$ cat config.mk
export PLATFORM = sky130hd
export DESIGN_NAME = tdly_adjust
export DESIGN_NICKNAME = d
export VERILOG_FILES = /design/src/rtl/tdly_pkg.sv /design/src/rtl/tdly_phase.sv /design/src/rtl/tdly_ring.sv /design/src/rtl/tdly_outreg.sv /design/src/rtl/tdly_adjust.sv
export SDC_FILE = /design/constraint.sdc
export NUM_CORES = 2
export LEC_CHECK = 0
export ABC_AREA = 1
export BUFFER_PORTS_ARGS = -buffer_cell sky130_fd_sc_hd__buf_4
export CAP_MARGIN = 20
export CELL_PAD_IN_SITES_DETAIL_PLACEMENT = 1
export CELL_PAD_IN_SITES_GLOBAL_PLACEMENT = 1
export CORE_ASPECT_RATIO = 1.75
export CORE_MARGIN = 1.5
export CORE_UTILIZATION = 35
export DETAILED_ROUTE_END_ITERATION = 10
export PLACE_DENSITY_LB_ADDON = 0.12
export RECOVER_POWER = 100
export SETUP_SLACK_MARGIN = 0.15
export SLEW_MARGIN = 20
export SYNTH_ARGS = -nofsm -noshare
export SYNTH_HDL_FRONTEND = slang
export SYNTH_HIERARCHICAL = 1
export SYNTH_SLANG_ARGS = --single-unit
export TNS_END_PERCENT = 50
$ cat constraint.sdc
create_clock -name clk -period 5.73 [get_ports clk]
set_clock_uncertainty 0.15 [all_clocks]
set_input_delay 0.573 -clock clk [delete_from_list [all_inputs] [get_ports clk]]
set_output_delay 0.573 -clock clk [all_outputs]
set_load 0.005 [all_outputs]
$ cat src/rtl/tdly_pkg.sv
package tdly_pkg;

    localparam int SAMP_W = 18;

    typedef int unsigned uint_t;

    typedef struct packed {
        logic [SAMP_W-1:0] re;
        logic [SAMP_W-1:0] im;
    } iq_t;

    typedef enum logic [1:0] {
        PH_RUN  = 2'd0,
        PH_WRAP = 2'd1,
        PH_SYNC = 2'd2
    } ph_act_e;

    // A fine offset beyond the decimation limit would never match; pin it to the limit.
    function automatic uint_t eff_phase(input uint_t fine, input uint_t lim);
        return (fine > lim) ? lim : fine;
    endfunction

endpackage

$ cat src/rtl/tdly_phase.sv
module tdly_phase
    import tdly_pkg::*;
#(
    parameter int PH_W = 3
) (
    input  logic            clk,
    input  logic            rst,
    input  logic            sync_in,
    input  logic [PH_W-1:0] decim_sel,
    input  logic [PH_W-1:0] fine_ofs,
    output logic [PH_W-1:0] phase_q,
    output logic            keep
);
    ph_act_e         act;
    logic [PH_W-1:0] fine_eff;

    always_comb begin
        fine_eff = PH_W'(eff_phase(uint_t'(fine_ofs), uint_t'(decim_sel)));
        keep     = (phase_q == fine_eff);
        if (sync_in)
            act = PH_SYNC;
        else if (phase_q >= decim_sel)
            act = PH_WRAP;
        else
            act = PH_RUN;
    end

    always_ff @(posedge clk) begin
        if (rst) begin
            phase_q <= '0;
        end else begin
            unique case (act)
                PH_SYNC: phase_q <= '0;
                PH_WRAP: phase_q <= '0;
                default: phase_q <= phase_q + PH_W'(1);
            endcase
        end
    end
endmodule

$ cat src/rtl/tdly_ring.sv
module tdly_ring
    import tdly_pkg::*;
#(
    parameter int ADDR_W = 6
) (
    input  logic              clk,
    input  logic              rst,
    input  logic              wr_en,
    input  iq_t               wr_data,
    input  logic [ADDR_W-1:0] coarse,
    output iq_t               rd_data,
    output logic [ADDR_W-1:0] wptr_q
);
    localparam int DEPTH = 1 << ADDR_W;

    iq_t               store [DEPTH];
    logic [ADDR_W-1:0] rd_addr;

    always_ff @(posedge clk) begin
        if (rst)
            wptr_q <= '0;
        else if (wr_en)
            wptr_q <= wptr_q + ADDR_W'(1);
    end

    always_ff @(posedge clk) begin
        if (wr_en)
            store[wptr_q] <= wr_data;
    end

    always_comb begin
        rd_addr = wptr_q - coarse;
        rd_data = (coarse == '0) ? wr_data : store[rd_addr];
    end
endmodule

$ cat src/rtl/tdly_outreg.sv
module tdly_outreg
    import tdly_pkg::*;
(
    input  logic clk,
    input  logic rst,
    input  logic load,
    input  iq_t  din,
    output logic vld_q,
    output iq_t  dout
);
    always_ff @(posedge clk) begin
        if (rst) begin
            vld_q <= 1'b0;
            dout  <= '0;
        end else begin
            vld_q <= load;
            if (load)
                dout <= din;
        end
    end
endmodule

$ cat src/rtl/tdly_adjust.sv
module tdly_adjust
    import tdly_pkg::*;
#(
    parameter int PH_W   = 3,
    parameter int ADDR_W = 6
) (
    input  logic              clk,
    input  logic              rst,
    input  logic              sync_in,
    input  logic [PH_W-1:0]   decim_sel,
    input  logic [PH_W-1:0]   fine_ofs,
    input  logic [ADDR_W-1:0] coarse_ofs,
    input  logic [SAMP_W-1:0] in_i,
    input  logic [SAMP_W-1:0] in_q,
    output logic              out_vld,
    output logic [SAMP_W-1:0] out_i,
    output logic [SAMP_W-1:0] out_q
);
    logic [PH_W-1:0]   phase_q;
    logic              keep;
    logic [ADDR_W-1:0] wptr_q;
    iq_t               smp_in;
    iq_t               smp_rd;
    iq_t               smp_out;

    assign smp_in = '{re: in_i, im: in_q};

    tdly_phase #(.PH_W(PH_W)) u_phase (
        .clk       (clk),
        .rst       (rst),
        .sync_in   (sync_in),
        .decim_sel (decim_sel),
        .fine_ofs  (fine_ofs),
        .phase_q   (phase_q),
        .keep      (keep)
    );

    tdly_ring #(.ADDR_W(ADDR_W)) u_ring (
        .clk     (clk),
        .rst     (rst),
        .wr_en   (keep),
        .wr_data (smp_in),
        .coarse  (coarse_ofs),
        .rd_data (smp_rd),
        .wptr_q  (wptr_q)
    );

    tdly_outreg u_out (
        .clk   (clk),
        .rst   (rst),
        .load  (keep),
        .din   (smp_rd),
        .vld_q (out_vld),
        .dout  (smp_out)
    );

    assign out_i = smp_out.re;
    assign out_q = smp_out.im;
endmodule

==> metrics.yaml <==
status: "finished with violations"
cts.sinks: 2350
drc: 0
fillers: 31710
tritoncts: "built"
hold_violations: 0
start_util_pct: 35.24
fin_crit_sh_pct: 89.65
violations: "max-capacitance violations, max-slew violations"
die_height_um: 714.0
synth_warnings: 6
pre_cts_slack_ns: 0.9791
max_clock_freq_mhz: 194.7
firstDrtPassIters: 5
ys_seq_elements: 2350
fin_tns_setup_ns: 0
fp.coreArea_mm2: 0.2869
required_ns: 6.38
grt_max_degree: 108
maxSlewViolCount: 2817
synthArstFlopShare_pct: 0
syn_inst: 9869
place_congestion: 0.8096
finalSetupViolCount: 0
worstMarginPinSlew_ns: 4.105
power_mw: 42.59
yosysSeqAreaShare_pct: 69.34
worstSetupEndpointType: "flip-flop"
synth_cell_types: 34
vias: 70310
instances_no_fill: 13960
path_class: "reg2reg"
postSynthAreaPerCell_um2: 10.24
synth_nets: 9934
clk_latency_ns: 0.89
routed_wl_um: 358700
die_w_um: 409.3
io_buffer_count: 87
rows: 260
critical_path.max_fanout: 59
setup_ws_ns: 0.5928
clockBufferDepth: 4
ant_nets: 0
ys.flop_type: "edfxtp_1"
cts_buffers: 232
synth_top_area_share_pct: 68.43
min_period_ns: 5.137
cts_max_level: 4
placed_area_mm2: 0.1080
antenna_found_initial: 22
critical_path_arrival_ns: 5.78
fin_nets: 10030
final_area_mm2: 0.1148
drive_gt1_share_pct: 7.191
cp-start-kind: "flip-flop"
final_util_pct: 40.03
place_hpwl_um: 218100
vias_per_cell: 5.037
yosysMostFrequentCell: "nand2_1"
cts-root-buf: "clkbuf_16"
area_growth_pct: 13.60
maxCapViolCount: 73
wl_per_cell_um: 25.70
synth_top_area_cell: "edfxtp_1"
hp-class: "in2reg"
grt_pass1_vias: 73120
numPlacedInstances: 13500
grt_usage_pct: 24.21
ios: 88
holdWs_ns: 0.1773
synthTopCellsByCount: "nand2_1 (3328), edfxtp_1 (2304), nand3_1 (1356), inv_1 (1347), nor2_1 (567)"
critPathMaxStageDelay_ns: 0.93
path_common_cell: "nand2_1"
cpMaxStageDelayCell: "inv_4"
vdd.ir_drop.worst_v: 0.0002669
synth-edff-count: 2304
relSlewSlack_pct: -173.7
syn_area_mm2: 0.1011
leakage_nw: 46.61
power_per_cell_area_mw_per_mm2: 370.8
rsz0062_at_grt: "false"
synth.area.top_cells: "edfxtp_1 (68%), nand2_1 (12%), nand3_1 (6.7%), inv_1 (5.0%), nor2_1 (2.1%)"
drt_iter0_markers: 5119
grt_first_pass_wirelength_um: 517200
worstPathCellList: "clkinv_1 > ha_4 > fa_4 > inv_4 > buf_12 > buf_4 > nor2_1 > o21ai_0 > nand3_1 > nand2_1 > nand2_1 > nand3_1 > nand3_1 > nand3_1 > nand2_1 > inv_1 > nand2_1 > nand2_1 > nor2_1"
cts.clk_slew.worst_paths_ns: 0.07
die-area_mm2: 0.2922
cts_setup_buffers: 0
gr-total-overflow: 0
## power by group
part,leakage (nW),total [mW],internal [mW],switching [mW]
combinational,21.9,8.28,2.26,6.02
clock,3.60,15.2,8.47,6.77
sequential,21.1,19.1,19.0,0.105
total,46.6,42.6,29.7,12.9
## routing by layer
layer / wire length (um) / global-route usage, % / vias to the layer above
li1: - / - / 32210
met1: 144300 / 29.46 / 36290
met2: 190600 / 45.18 / 1362
met3: 13500 / 2.215 / 448
met4: 10290 / 6.663 / 0
met5: 0 / 0 / -
## registers in the layout (all words and copies together) (netlist names)
register	count
u_phase/phase_q	3
u_out/dout	36
u_ring/wptr_q	6
u_ring/store	2304
u_out/vld_q	1
## final timing paths
check	from	end	slack (ns)	cells after the start
worst max register to register	u_ring/wptr_q[0]	u_out/dout[9]	0.59	19
worst min register to register	u_out/dout[29]	u_out/dout[29]	0.33	2
worst min-delay path	decim_sel[2]	u_phase/phase_q[1]	0.18	6
worst max-delay path	u_ring/wptr_q[0]	u_out/dout[9]	0.59	19
## cell type report
cell class | instances | area, um^2 | area share (%)
Sequential cell | 2350 | 70110 | 61.04
Multi-Input combinational cell | 5651 | 24110 | 20.99
Clock buffer | 311 | 6317 | 5.501
Inverter | 1355 | 5106 | 4.446
Tap cell | 3799 | 4753 | 4.139
Timing Repair Buffer | 370 | 3435 | 2.990
Clock inverter | 115 | 1002 | 0.8726
Antenna cell | 7 | 17.52 | 0.01525
## placed cells by master, fill, tap and decap left out, drive strengths merged, types with 92 or more instances in the layout
cell type,Yosys,layout
edfxtp,2304,2304
buf,202,186
nand2,3331,3331
nand3,1356,1356
or2,101,101
o21ai,245,245
inv,1352,1355
nor2,570,570
clkinv,3,92
clkbuf,311,472
## cell families (layout without fill, tap and decap cells)
| family | after synthesis | after routing | synth area share, % |
|---|---|---|---|
| flip-flops | 2350 | 2350 | 69.34 |
| buffers and inverters | 1868 | 2151 | 7.181 |
| XOR/XNOR | 6 | 6 | 0.06684 |
| adder cells (fa/ha/maj) | 14 | 14 | 0.1807 |
| AO/OA/AOI/OAI | 264 | 264 | 1.342 |
| other | 0 | 7 | 0 |
| AND/OR/NAND/NOR | 5367 | 5367 | 21.89 |
## what timing repair did
item                                   4_1_cts  5_1_grt
hold buffers                                23        0
endpoints found under the hold margin      320        0
gates resized for setup                      0        0
## worst max-delay path, delay by kind of cell, from the launching register on
| kind | cells | cell delay, ns |
|---|---|---|
| AO/OA/AOI/OAI | 1 | 0.07 |
| adder cells (fa/ha/maj) | 2 | 1.03 |
| buffers and inverters | 5 | 1.79 |
| flip-flops | 1 | 0.50 |
| AND/OR/NAND/NOR | 11 | 1.35 |
Power figures use the tool's default switching activity.
